[config.mk]
export PLATFORM = sky130hd
export DESIGN_NAME = pulse_word_streamer
export DESIGN_NICKNAME = d
export VERILOG_FILES = /design/src/rtl/pstream_pkg.sv /design/src/rtl/pstream_datapath.sv /design/src/rtl/pstream_sequencer.sv /design/src/rtl/pulse_word_streamer.sv
export SDC_FILE = /design/constraint.sdc
export NUM_CORES = 1
export LEC_CHECK = 0
export ABC_CLOCK_PERIOD_IN_PS = 7400
export BUFFER_PORTS_ARGS = -buffer_cell sky130_fd_sc_hd__buf_4
export CELL_PAD_IN_SITES_DETAIL_PLACEMENT = 1
export CELL_PAD_IN_SITES_GLOBAL_PLACEMENT = 1
export CORE_MARGIN = 3
export CORE_UTILIZATION = 32
export DETAILED_ROUTE_END_ITERATION = 6
export PLACE_DENSITY = 0.58
export SETUP_SLACK_MARGIN = 0.05
export SLEW_MARGIN = 20
export SYNTH_ARGS = -nofsm -noshare
export SYNTH_HDL_FRONTEND = slang
export SYNTH_SLANG_ARGS = --single-unit
[constraint.sdc]
create_clock -name clk -period 7.4 [get_ports clk]
set_input_delay 0.37 -clock clk [delete_from_list [all_inputs] [get_ports clk]]
set_output_delay 0.37 -clock clk [all_outputs]
set_load 0.01 [all_outputs]
[src/rtl/pstream_pkg.sv]
`timescale 1ns/1ps
package pstream_pkg;
  localparam int LEVELS = 6;
  localparam int CNT_W  = 3;
  localparam int SEL_W  = $clog2(2 * LEVELS + 2);

  // Strobes from the sequencer into the record datapath
  typedef struct packed {
    logic             push;
    logic             pop;
    logic             emit;
    logic [SEL_W-1:0] sel;
  } seqStrobe_t;
endpackage

[src/rtl/pstream_datapath.sv]
`timescale 1ns/1ps
module pstream_datapath
  import pstream_pkg::*;
#(
  parameter int TW    = 8,
  parameter int DEPTH = 4
) (
  input  logic                  clk,
  input  logic                  rstN,
  input  seqStrobe_t            strobe,
  input  logic [CNT_W-1:0]      recCount,
  input  logic [LEVELS*TW-1:0]  recLead,
  input  logic [LEVELS*TW-1:0]  recTrail,
  output logic [CNT_W-1:0]      headCount,
  output logic                  occEmpty,
  output logic                  occFull,
  output logic [TW-1:0]         dataOut
);
  localparam int AW = (DEPTH > 1) ? $clog2(DEPTH) : 1;
  localparam int OW = $clog2(DEPTH + 1);
  localparam logic [CNT_W-1:0] MAX_CNT = CNT_W'(LEVELS);

  logic [CNT_W-1:0]     cntMem   [DEPTH];
  logic [LEVELS*TW-1:0] leadMem  [DEPTH];
  logic [LEVELS*TW-1:0] trailMem [DEPTH];

  logic [AW-1:0] wrIdx, rdIdx;
  logic [OW-1:0] occ;
  logic [CNT_W-1:0] storeCnt;
  logic [TW-1:0] nextWord;

  assign storeCnt  = (recCount > MAX_CNT) ? MAX_CNT : recCount;
  assign occEmpty  = (occ == '0);
  assign occFull   = (occ == OW'(DEPTH));
  assign headCount = cntMem[rdIdx];

  always_ff @(posedge clk) begin
    if (strobe.push) begin
      cntMem[wrIdx]   <= storeCnt;
      leadMem[wrIdx]  <= recLead;
      trailMem[wrIdx] <= recTrail;
    end
  end

  always_ff @(posedge clk) begin
    if (!rstN) begin
      wrIdx <= '0;
      rdIdx <= '0;
      occ   <= '0;
    end else begin
      if (strobe.push)
        wrIdx <= (wrIdx == AW'(DEPTH - 1)) ? '0 : wrIdx + 1'b1;
      if (strobe.pop)
        rdIdx <= (rdIdx == AW'(DEPTH - 1)) ? '0 : rdIdx + 1'b1;
      case ({strobe.push, strobe.pop})
        2'b10:   occ <= occ + 1'b1;
        2'b01:   occ <= occ - 1'b1;
        default: occ <= occ;
      endcase
    end
  end

  // Word selection: 0 = count, odd = rising time, even = falling time
  always_comb begin
    nextWord = '0;
    if (strobe.sel == '0)
      nextWord = TW'(headCount);
    for (int l = 0; l < LEVELS; l++) begin
      if (CNT_W'(l) < headCount) begin
        if (strobe.sel == SEL_W'(2 * l + 1))
          nextWord = leadMem[rdIdx][l*TW +: TW];
        if (strobe.sel == SEL_W'(2 * l + 2))
          nextWord = trailMem[rdIdx][l*TW +: TW];
      end
    end
  end

  always_ff @(posedge clk) begin
    if (!rstN)
      dataOut <= '0;
    else if (strobe.emit)
      dataOut <= nextWord;
  end

  a_r7_occ_bound: assert property (@(posedge clk) disable iff (!rstN)
    occ <= OW'(DEPTH));
  a_r7_no_push_full: assert property (@(posedge clk) disable iff (!rstN)
    strobe.push |-> (occ < OW'(DEPTH)));
  a_r9_no_pop_empty: assert property (@(posedge clk) disable iff (!rstN)
    strobe.pop |-> (occ != '0));
  a_r5_word_hold: assert property (@(posedge clk) disable iff (!rstN)
    !strobe.emit |=> $stable(dataOut));
  a_r4_term_zero: assert property (@(posedge clk) disable iff (!rstN)
    (strobe.emit && strobe.pop) |=> (dataOut == '0));
  a_r2_count_range: assert property (@(posedge clk) disable iff (!rstN)
    (strobe.emit && strobe.sel == '0) |=> (dataOut <= TW'(LEVELS)));
endmodule

[src/rtl/pstream_sequencer.sv]
`timescale 1ns/1ps
module pstream_sequencer
  import pstream_pkg::*;
(
  input  logic             clk,
  input  logic             rstN,
  input  logic             runEn,
  input  logic             pump,
  input  logic             recValid,
  input  logic [CNT_W-1:0] headCount,
  input  logic             occEmpty,
  input  logic             occFull,
  output seqStrobe_t       strobe
);
  logic             pumpQ;
  logic             pumpRise;
  logic [SEL_W-1:0] wordIdx;
  logic [SEL_W-1:0] lastIdx;

  assign pumpRise = pump && !pumpQ;
  assign lastIdx  = SEL_W'({headCount, 1'b1});   // 2*count + 1

  always_comb begin
    strobe.emit = pumpRise && !occEmpty;
    strobe.sel  = wordIdx;
    strobe.pop  = strobe.emit && (wordIdx == lastIdx);
    strobe.push = recValid && runEn && !occFull;
  end

  always_ff @(posedge clk) begin
    if (!rstN) begin
      pumpQ   <= 1'b0;
      wordIdx <= '0;
    end else begin
      pumpQ <= pump;
      if (strobe.emit)
        wordIdx <= strobe.pop ? '0 : wordIdx + 1'b1;
    end
  end

  a_r5_single_word: assert property (@(posedge clk) disable iff (!rstN)
    strobe.emit |=> !strobe.emit);
  a_r3_idx_bound: assert property (@(posedge clk) disable iff (!rstN)
    !occEmpty |-> (wordIdx <= lastIdx));
  a_r9_idle_empty: assert property (@(posedge clk) disable iff (!rstN)
    occEmpty |-> (wordIdx == '0));
endmodule

[src/rtl/pulse_word_streamer.sv]
`timescale 1ns/1ps
module pulse_word_streamer
  import pstream_pkg::*;
#(
  parameter int TW    = 8,
  parameter int DEPTH = 4
) (
  input  logic                 clk,
  input  logic                 rstN,
  input  logic [1:0]           ctrlBits,
  input  logic                 recValid,
  input  logic [CNT_W-1:0]     recCount,
  input  logic [LEVELS*TW-1:0] recLead,
  input  logic [LEVELS*TW-1:0] recTrail,
  output logic [TW-1:0]        dataOut,
  output logic                 haveData,
  output logic                 bufFull
);
  seqStrobe_t       strobe;
  logic [CNT_W-1:0] headCount;
  logic             occEmpty;
  logic             occFull;

  pstream_sequencer u_seq (
    .clk       (clk),
    .rstN      (rstN),
    .runEn     (ctrlBits[0]),
    .pump      (ctrlBits[1]),
    .recValid  (recValid),
    .headCount (headCount),
    .occEmpty  (occEmpty),
    .occFull   (occFull),
    .strobe    (strobe)
  );

  pstream_datapath #(.TW(TW), .DEPTH(DEPTH)) u_dp (
    .clk       (clk),
    .rstN      (rstN),
    .strobe    (strobe),
    .recCount  (recCount),
    .recLead   (recLead),
    .recTrail  (recTrail),
    .headCount (headCount),
    .occEmpty  (occEmpty),
    .occFull   (occFull),
    .dataOut   (dataOut)
  );

  assign haveData = !occEmpty;
  assign bufFull  = occFull;
endmodule

==> results.md, run 1 <==
* Worst rel slew slack at around 32%
* Worst-path clk slew at 0.06 ns
* Die width at around 230 um
* Mean Syn Cell Area at between 15 and 20 um^2
* DRT antenna net count at 0
* Ys flop type: edfxtp_1
* Outcome: finished, final reports clean
* Max clock buf depth at 3
* Setup TNS at 0 ns
* Crit-path cells: mux4_2, xnor2_1, and4_1, ha_1, inv_1, fa_1, xor2_1, or3_1, a21boi_0
* Slowest cell delay on critical path at between 0.8 and 0.9 ns
* Row Count at 83
* Die ar. at between 50000 and 60000 um^2
* Async SR Flop Fraction at 0%
* Nets at 1172
* Ys Warns at 0
* Wire per inst at roughly 24 um
* Initial antenna violation count at 0
* Largest net degree at the start of global routing at just under 60
* CTS Sinks at 418
* Final setup fails at 0
* GRT Util Overall at roughly 15%
* Placer Congestion at roughly 0.84
* Syn_nets at between 900 and 1000
* Buf+Inv Stages, Crit Path at 1
* Cell Pwr Density at ~250 nW/um^2
* DIE HEIGHT at roughly 230 um
* Fillers at 4985
* Power Total at just over 5 mW
* Worst-skew pair later-pin latency at roughly 0.57 ns
* Final period utilization at between 50% and 60%
* Synthesis-to-finish area growth at 22.6%
* Routed WL at about 43000 um
* Aggregate global routing overflow at 0
* Max_cap viols at 0
* Via count at around 9000
* First-pass GRT wire length at 64000 um
* DR vias/cell at 5.09
* CTS root buf: clkbuf_16
* Slowest cell on crit path: mux4_2
* Worst-margin pin slew at roughly 1.0 ns
* CP required at between 7 and 8 ns
* Slew Viols, Final at 0
* Antenna diode count at 0
* CORE AREA at 51600 um^2
* CTS tree: done
* Worst setup EP type: register
* CTS Buf Count at 45
* #FFs+latches synth at ~420
* Dpl hpwl at roughly 27000 um
* CP max FO at 29
* Share of cells above drive strength 1 at a little over a quarter
* Register area share after synthesis at 73.6%
* Peak Freq at ~270 MHz
* Setup crit start kind: register
* Syn Std Cell Area at between 15000 and 20000 um^2
* Cells after synthesis at 865
* Worst Hold Class: primary input to register
* DR DRC count at 0
* Initial DRC count at approximately 650
* RSZ-0062 raised after global routing: false
* CP top delay family: multiplexers
* Finished Core Util at about two fifths
* Post-CTS Setup Repair Bufs at 0
* Yosys cell types at between 60 and 70
* Fin Clk Skew at around 0.022 ns
* Multi-input logic area at 4140 um^2
* Crit path kind: register to register
* Ports at between 100 and 150
* Max rail drop VDD at around 0.00019 V
* Static Leak at approximately 6.5 nW
* H-tree level count at 2
* Number of global-route vias before repair at between 9000 and 10000
* Initial core utilization at between 30 and 40%
* Final min period at roughly 3.8 ns
* Reg area at 12300 um^2
* Port Buffer Count at approximately 110
* DR pass1 iterations at 4
* Number of enable flip-flop cells after synthesis at ~400
* Crit path DAT at between 4 and 5 ns
* Final hold vios at 0
[kinds of logic (layout without fill, tap and decap cells)]
| family | count (synthesis) | count (layout) | share of synthesized area [%] |
|---|---|---|---|
| xor gates and xnor gates | 8 | 8 | 0.418 |
| DFF | 418 | 418 | 73.6 |
| buffers and inverters | 63 | 292 | 1.79 |
| muxes | 102 | 102 | 13.5 |
| AOI/OAI and AO/OA | 157 | 157 | 6.41 |
| adders and majority gates | 11 | 11 | 0.866 |
| and+or+nand+nor | 106 | 106 | 3.49 |
[path summary, 6_finish.rpt]
kind	from	endpoint	slack, ns	cells past startpoint
min	recTrail[44]	u_dp.trailMem[0][44]$_DFFE_PP_	0.03	1
max	register	u_dp.occ[2]$_SDFFE_PN0P_	3.64	9
max reg2reg	register	u_dp.occ[2]$_SDFFE_PN0P_	3.64	9
min reg2reg	u_dp.wrIdx[1]$_SDFFE_PN0P_	u_dp.wrIdx[1]$_SDFFE_PN0P_	0.52	2
[metrics by stage]
stage / std cells / worst slack, ns / cell area, um^2 / hold slack (ns)
final: 1774 / 3.64 / 20600 / 0.0306
after floorplan: 865 / 3.91 / 16800 / 0.469
after global placement: 1613 / 3.47 / 18300 / 0.496
after global routing: 1774 / 3.19 / 20600 / 0.0104
after CTS: 1774 / 3.48 / 20600 / 0.000189
after detailed placement: 1613 / 3.50 / 18300 / 0.519
[power breakdown]
group	switching, mW	internal, mW	total, mW
clock	0.898	1.38	2.28
combinational	0.126	0.106	0.231
sequential	0.0115	2.64	2.65
total	1.04	4.12	5.16
[cell usage after synthesis (all sizes together), types with 3 or more instances]
library cell	count	share of area (%)
nand3	3	0.090
clkbuf	30	0.68
o21ai	29	0.96
mux4	99	13
edfxtp	396	71
nand2	34	0.76
a22oi	16	0.72
nand2b	4	0.15
o21a	3	0.13
a21boi	5	0.22
nor3	3	0.090
a221oi	6	0.39
a31oi	4	0.15
nand3b	9	0.40
ha	10	0.75
mux2i	3	0.18
a22o	11	0.57
o221ai	4	0.21
o22ai	31	1.2
xnor2	5	0.26
and3	3	0.11
or3	4	0.16
inv	11	0.25
a32o	3	0.18
nor2b	5	0.19
a21o	3	0.13
a21oi	29	0.93
o31ai	4	0.21
xor2	3	0.16
and2	12	0.45
dfxtp	22	2.6
buf	22	0.87
nor2	15	0.34
and3b	6	0.31
[timing repair]
item	CTS	global route
endpoints found under the hold margin	299	0
hold buffers	77	0
gates resized for setup	0	0
[flip-flops by register name, indices dropped and copies added, names as in the netlist, named ones only]
name and count:
u_dp.leadMem 192, u_dp.trailMem 192, u_dp.cntMem 12, u_dp.dataOut 8, u_seq.wordIdx 4, u_dp.occ 3
u_dp.rdIdx 2, u_dp.wrIdx 2, u_seq.pumpQ 1
[per-layer routing]
metal,wire [um],global-route usage [%],vias to the layer above
li1,-,-,3990
met1,19600,21.7,4712
met2,20000,23.8,254
met3,1780,2.37,74
met4,1650,6.77,0
met5,0,0,-
[layout make-up]
cell class	instances	share of cell area, %
Sequential cell	418	60.0
Multi-Input combinational cell	384	20.2
Clock buffer	63	6.21
Tap cell	680	4.14
Timing Repair Buffer	197	8.13
Clock inverter	21	1.15
Inverter	11	0.201
[cell usage in the layout (no fill, tap or decap), types with 11 or more instances in the layout]
cell type and n:
a21oi_1 28, a22o_1 11, a22oi_1 16, buf_4 120
clkbuf_1 12, clkbuf_16 47, dfxtp_1 20, dlygate4sd3_1 77
edfxtp_1 396, inv_1 11, mux4_2 99, nand2_1 34
nor2_1 15, o21ai_0 24, o22ai_1 31
Power figures use the tool's default switching activity.
==> run 2: changes to the inputs <==
ABC_AREA = 1   (was unset)
ABC_CLOCK_PERIOD_IN_PS = 3150   (was 7400)
PLACE_DENSITY = 0.63   (was 0.58)
clock period = 3.15 ns   (was 7.4 ns; I/O delays follow)
==> run 2 against run 1 <==
Net effect: core utilization grew 0.39 points; clock power increased by 130%; global-route usage increased by 1.5 points; sequential share of layout area shrank 2.4 points; die area increased by 4.1%; area after synthesis grew 4.2%; combinational power grew to 2.8 times the previous value.
==> results.md, run 2 <==
* Slew Viols, Final at 0
* Final period utilization at between 80% and 90%
* Psw at roughly 2.5 mW
* Ys Warns at 0
* Fin Clk Skew at about 0.012 ns
* CTS Sinks at about 420
* Async SR Flop Fraction at 0%
* Cell taking the most area after synthesis: edfxtp_1
* Syn Std Cell Area at 17500 um^2
* Area contributors post-synth: edfxtp_1, nand2_1, o21ai_0, nor2_1, nand3_1
* Final min period at ~2.7 ns
* Crit path kind: register to register
* DIE HEIGHT at ~240 um
* Yosys cell types at 45
* DRT antenna net count at 0
* Number of enable flip-flop cells after synthesis at 396
* Final setup fails at 0
* Flop2flop setup slack at approximately 0.45 ns
* RSZ-0062 raised after global routing: false
* Power share of the sequential group at between 50% and 60%
* Setup WS post-layout at about 0.45 ns
* Crit path DAT at 3.18 ns
* Peak Freq at between 300 and 400 MHz
* Nets at approximately 1800
* Register area share after synthesis at a little over two thirds
* Ys flop type: edfxtp_1
* Aggregate global routing overflow at 0
* Via count at between 10000 and 15000
* Ports at roughly 110
* Critical Path End: u_dp.dataOut[2]$_SDFFE_PN0P_
* CP max FO at 78
* Top post-synthesis cells by count: edfxtp_1, nand2_1, nor2_1
* CTS Buf Count at between 40 and 50
* Crit Reg-Reg Endpoint: u_dp.dataOut[2]$_SDFFE_PN0P_
* R2R depth at 13
* Cell Pwr Density at 566 nW/um^2
* DR pass1 iterations at 5
* Largest regs: u_dp.leadMem (192), u_dp.trailMem (192), u_dp.cntMem (12)
* Number of global-route vias before repair at between 10000 and 15000
* GRT Util Overall at 16.9%
* Share of cells above drive strength 1 at 14.8%
* First-pass GRT wire length at roughly 75000 um
* Worst-path clk slew at ~0.06 ns
* CORE AREA at roughly 53000 um^2
* CTS root buf: clkbuf_16
* Power share of the combinational group at roughly 5.3%
* Max_cap viols at 0
* Max rail drop VDD at roughly 0.00034 V
* Die ar. at between 50000 and 60000 um^2
* Clock power share at 43.2%
* Commonest non-fill, non-tap cell in the layout: edfxtp_1
* DR DRC count at 0
* Placer Congestion at a little under 0.8
* Switch share at approximately a fifth
* Port Buffer Count at 113
* Synthesis-to-finish area growth at 22.7%
* Final hold vios at 0
* Wire per inst at approximately 20 um
* Static Leak at roughly 7.8 nW
* Row Count at between 80 and 90
* Die width at around 240 um
* Worst setup EP type: register
* Worst-skew pair later-pin latency at roughly 0.56 ns
* Setup crit start kind: register
* Post-synth top area share at roughly 70%
* Syn_nets at 1566
* CTS tree: done
* Worst-margin pin slew at roughly 0.86 ns
* Mean Syn Cell Area at between 10 and 15 um^2
* Worst rel slew slack at 42.2%
* H-tree level count at 2
* CP required at about 3.6 ns
* Max clock buf depth at 3
* Initial core utilization at 32.8%
* Internal power at between 9 and 10 mW
* #FFs+latches synth at 418
* Cells after synthesis at 1451
* Largest net degree at the start of global routing at 101
* Placed Area at 19000 um^2
* Final non-filler cell area at 21400 um^2
* Initial DRC count at ~800
* Outcome: finished, final reports clean
* Initial antenna violation count at 1
* Top-count cell post-synth: edfxtp_1
* Pre-CTS setup slack at 0.453 ns
* Worst Hold Class: primary input to register
* Post_cts resized at 0
* DR vias/cell at roughly 5.0
* Dpl hpwl at around 30000 um
* Commonest non-fill, non-tap cells in the layout: edfxtp_1, nand2_1, nor2_1
* Routed WL at just under 50000 um
-- run 2: changes by cell type in the layout (fill, tap and decap cells not counted), sizes merged, moves of 12 or more --
cell,change
nand2,+239
nor2,+158
o21ai,+147
mux4,-99
nand3,+92
inv,+47
a21oi,+37
buf,+28
dlygate4sd3,+24
a22oi,-16
and2,-12
-- run 2: logic make-up after synthesis --
| family | count (synthesis) | synth area share [%] |
|---|---|---|
| xor gates and xnor gates | 2 | 0.100 |
| and+or+nand+nor | 555 | 13.3 |
| AOI/OAI and AO/OA | 325 | 10.7 |
| DFF | 418 | 70.6 |
| buffers and inverters | 140 | 4.48 |
| adders and majority gates | 11 | 0.831 |
-- run 2: final cells by class --
class,instances,area (um^2)
timing repair buffer,249,2180
clock buffer,53,1160
fill,5662,31900
sequential,418,12300
multi-input combinational,893,4380
antenna,1,2.50
clock inverter,22,280
tap,688,861
inverter,60,228
-- run 2: stage by stage --
stage / power, mW / util [%] / instances / TNS (ns) / hold WS (ns)
2_1_floorplan: 6.60 / - / 1451 / -264.40 / 0.251
3_3_place_gp: 6.90 / 35.6 / 2207 / 0 / 0.347
3_5_place_dp: 6.92 / 35.6 / 2207 / 0 / 0.360
4_1_cts: 12.3 / 40.2 / 2383 / 0 / 0.130
5_1_grt: 12.5 / 40.2 / 2383 / 0 / 0.151
6_report: 12.1 / 40.2 / 2384 / 0 / 0.174
-- run 2: critical path: stages, from the launching register on --
cell	delay, ns
dfxtp_4	0.50
buf_4	0.67
o21ai_0	0.22
o22ai_1	0.21
o21ai_0	0.11
nand3_1	0.09
nand2_1	0.07
nand2_1	0.06
nand2_1	0.12
nand2_1	0.09
nand2_1	0.10
nand2_1	0.10
nand2_1	0.07
a21oi_1	0.13
-- run 2: how the worst min path moves through the flow --
stage	startpoint	endpoint	slack, ns	depth (start not counted)
CTS	recCount[0]	u_dp.cntMem[1][0]$_DFFE_PP_	0.13	2
detailed placement	recTrail[18]	u_dp.trailMem[0][18]$_DFFE_PP_	0.36	1
finish	recCount[0]	u_dp.cntMem[1][0]$_DFFE_PP_	0.17	2
global route	recCount[0]	u_dp.cntMem[3][0]$_DFFE_PP_	0.15	2
floorplan	ctrlBits[1]	u_seq.pumpQ$_SDFF_PN0_	0.25	2
global placement	ctrlBits[1]	u_seq.pumpQ$_SDFF_PN0_	0.35	3
-- run 2: power groups by stage --
stage          combinational, mW  sequential [mW]  clock, mW
3_5_place_dp               0.551             6.37          0
2_1_floorplan              0.229             6.37          0
3_3_place_gp               0.537             6.37          0
5_1_grt                    0.716             6.26       5.57
6_report                   0.647             6.25       5.24
4_1_cts                    0.658             6.25       5.35
-- run 2: layer usage --
layer | GRT usage, % | part of all wire [%]
met5 | 0 | 0
met4 | 4.76 | 2.1
met3 | 2.18 | 3.6
met2 | 29.1 | 49
met1 | 22.4 | 45
-- run 2: what timing repair did --
item	CTS	global route
buffers inserted	0	0
hold buffers	101	0
hold endpoints to repair	402	0
==> run 3: changes to the inputs <==
BUFFER_PORTS_ARGS = unset   (was -buffer_cell sky130_fd_sc_hd__buf_4)
DONT_BUFFER_PORTS = 1   (was unset)
PLACE_DENSITY = 0.6   (was 0.63)
==> run 3 against run 2 <==
Net effect: clock skew rose by 0.0023 ns; count of clock-buffer cells in the layout rose by 11; sequential share of layout area rose by 2.5 points; final cell count fell by 4.5%; wire length fell by 0.34%; first-iteration DRC count fell by 17%; via count fell by 4.2%; largest cell class unchanged; sequential cell count did not move.
==> results.md, run 3 (synthesis results as in run 2) <==
* Placed Cells incl. Taps at 2092
* Worst hold endpoint: u_dp.cntMem[3][0]$_DFFE_PP_
* Worst rel slew slack at a little over two fifths
* Commonest non-fill, non-tap cell in the layout: edfxtp_1
* CP required at approximately 3.6 ns
* Max rail drop VDD at about 0.00032 V
* GR peak layer: met2
* Switch share at 20.8%
* Worst Hold Class: primary input to register
* CTS tree: done
* Slew Viols, Final at 0
* DR DRC count at 0
* CTS Buf Count at 45
* First-pass GRT wire length at 73900 um
* R2R depth at 14
* Buf+Inv Stages, Crit Path at 2
* Final hold vios at 0
* Crit path kind: register to register
* Largest net degree at the start of global routing at just under 80
* Max_cap viols at 0
* CORE AREA at ~53000 um^2
* HP Start: recCount[1]
* Static Leak at 7.18 nW
* Cell Pwr Density at around 570 nW/um^2
* CTS root buf: clkbuf_16
* Crit Reg-Reg Endpoint: u_dp.dataOut[6]$_SDFFE_PN0P_
* Row Count at 84
* Setup crit start kind: register
* Aggregate global routing overflow at 0
* Worst setup EP type: register
* Finished Core Util at 38.5%
* Initial DRC count at approximately 670
* Max clock buf depth at 3
* Met2 usage at between 20% and 30%
* Placer Congestion at 0.771
* Port Buffer Count at 0
* Hold depth at 1
* Crit-path cells: inv_4, buf_4, o21ai_0, o22ai_1, o21ai_0, nand2_1, nand2_1, nor2_1, o21ai_1, nand2_1, nand2_1, nand2_1, nand2_1, a21oi_1
* Initial antenna violation count at 6
* DRT antenna net count at 0
* Final period utilization at 89.0%
* Die width at between 200 and 250 um
* Final non-filler cell area at a little over 20000 um^2
* Pre-CTS setup slack at between 0.2 and 0.25 ns
* Psw at roughly 2.4 mW
* Power share of the combinational group at between 4 and 5%
* Power share of the sequential group at about 53%
* CTS Sinks at ~420
* CP max FO at 65
* Die ar. at 57400 um^2
* Placed Area at around 18000 um^2
* Final min period at around 2.8 ns
* Ports at between 100 and 150
* Wire per inst at 21.2 um
* Top cell by count, worst path: nand2_1
* Number of global-route vias before repair at between 10000 and 15000
* Crit path DAT at 3.29 ns
* Clock power share at 42.3%
* Post-Layout Cell Count at roughly 2300
* H-tree level count at 2
* Slowest cell delay on critical path at between 0.5 and 0.6 ns
* Met3 GRT Util at roughly 2.9%
* Final setup fails at 0
* GRT Util Overall at ~17%
* RSZ-0062 raised after global routing: false
* Commonest non-fill, non-tap cells in the layout: edfxtp_1, nand2_1, nor2_1
* Share of cells above drive strength 1 at ~8.6%
* Nets at roughly 1700
* Fin Clk Skew at ~0.015 ns
* Worst-margin pin slew at around 0.84 ns
* Routed WL at just under 50000 um
* Initial core utilization at ~33%
* Synthesis-to-finish area growth at 17.6%
* Worst-skew pair later-pin latency at about 0.57 ns
* Internal power at between 9 and 10 mW
* Setup WS post-layout at 0.347 ns
* Flop2flop setup slack at between 0.3 and 0.4 ns
* Post-CTS Setup Repair Bufs at 0
* Met1 usage at 22.3%
* Via count at between 10000 and 15000
* DR vias/cell at ~5.0
* Largest regs: u_dp.leadMem (192), u_dp.trailMem (192), u_dp.cntMem (12)
* Outcome: finished, final reports clean
* Dpl hpwl at roughly 30000 um
* DIE HEIGHT at between 200 and 250 um
* Peak Freq at 357 MHz
* Worst-path clk slew at 0.06 ns
* Slowest cell on crit path: buf_4
* DR pass1 iterations at 6
* CP top delay family: compound AO/OA/AOI/OAI gates
## run 3: cell types whose count changed in the layout (fill, tap and decap cells not counted), moves of 2 or more
cell,change
buf_4,-116
clkbuf_1,+6
bufinv_16,-5
clkbuf_8,+5
diode_2,+5
clkinv_1,-3
inv_6,+3
clkinv_2,-2
## run 3: timing repair
item	4_1_cts	5_1_grt
setup endpoints to repair	0	2
resized for setup	0	2
hold endpoints to repair	407	0
hold buffers	102	0
## run 3: stage by stage
| step | hold slack [ns] | power (mW) | setup TNS, ns |
|---|---|---|---|
| global route | 0.0447 | 12.2 | 0 |
| global placement | 0.257 | 6.74 | 0 |
| CTS | 0.0190 | 11.9 | 0 |
| floorplan | 0.251 | 6.60 | -264.40 |
| detailed placement | 0.257 | 6.75 | 0 |
| finish | 0.0765 | 11.7 | 0 |
## run 3: worst max path at each step
stage,from,end,slack [ns],depth (start not counted)
2_1_floorplan,u_dp.occ[2]$_SDFFE_PN0P_,u_dp.cntMem[0][0]$_DFFE_PP_,-0.67,5
3_3_place_gp,register,u_dp.dataOut[6]$_SDFFE_PN0P_,0.29,13
3_5_place_dp,register,u_dp.dataOut[6]$_SDFFE_PN0P_,0.24,13
4_1_cts,register,u_dp.dataOut[6]$_SDFFE_PN0P_,0.22,13
5_1_grt,register,u_dp.dataOut[6]$_SDFFE_PN0P_,0.07,14
6_report,register,u_dp.dataOut[6]$_SDFFE_PN0P_,0.35,14
## run 3: final cells by class
cell class              instances  area [um^2]
clock buffers                  64         1250
well taps                     688          861
inverters                      60          228
fillers                      5640        32800
clock inverters                13          119
multi-input cells             893         4390
flip-flops and latches        418        12300
repair buffers                135         1340
diodes                          6         15.0
## run 3: power groups by stage
| stage | clock network, mW | logic (mW) | registers [mW] |
|---|---|---|---|
| after CTS | 5.11 | 0.541 | 6.25 |
| after floorplan | 0 | 0.229 | 6.37 |
| after global routing | 5.32 | 0.591 | 6.26 |
| after detailed placement | 0 | 0.374 | 6.37 |
| final | 4.97 | 0.529 | 6.25 |
| after global placement | 0 | 0.369 | 6.37 |
## run 3: layer usage
| metal | up-vias | wire length [um] |
|---|---|---|
| met5 | - | 0 |
| met2 | 191 | 23700 |
| met3 | 61 | 1710 |
| met1 | 5749 | 21800 |
| met4 | 0 | 974 |
| li1 | 5430 | - |
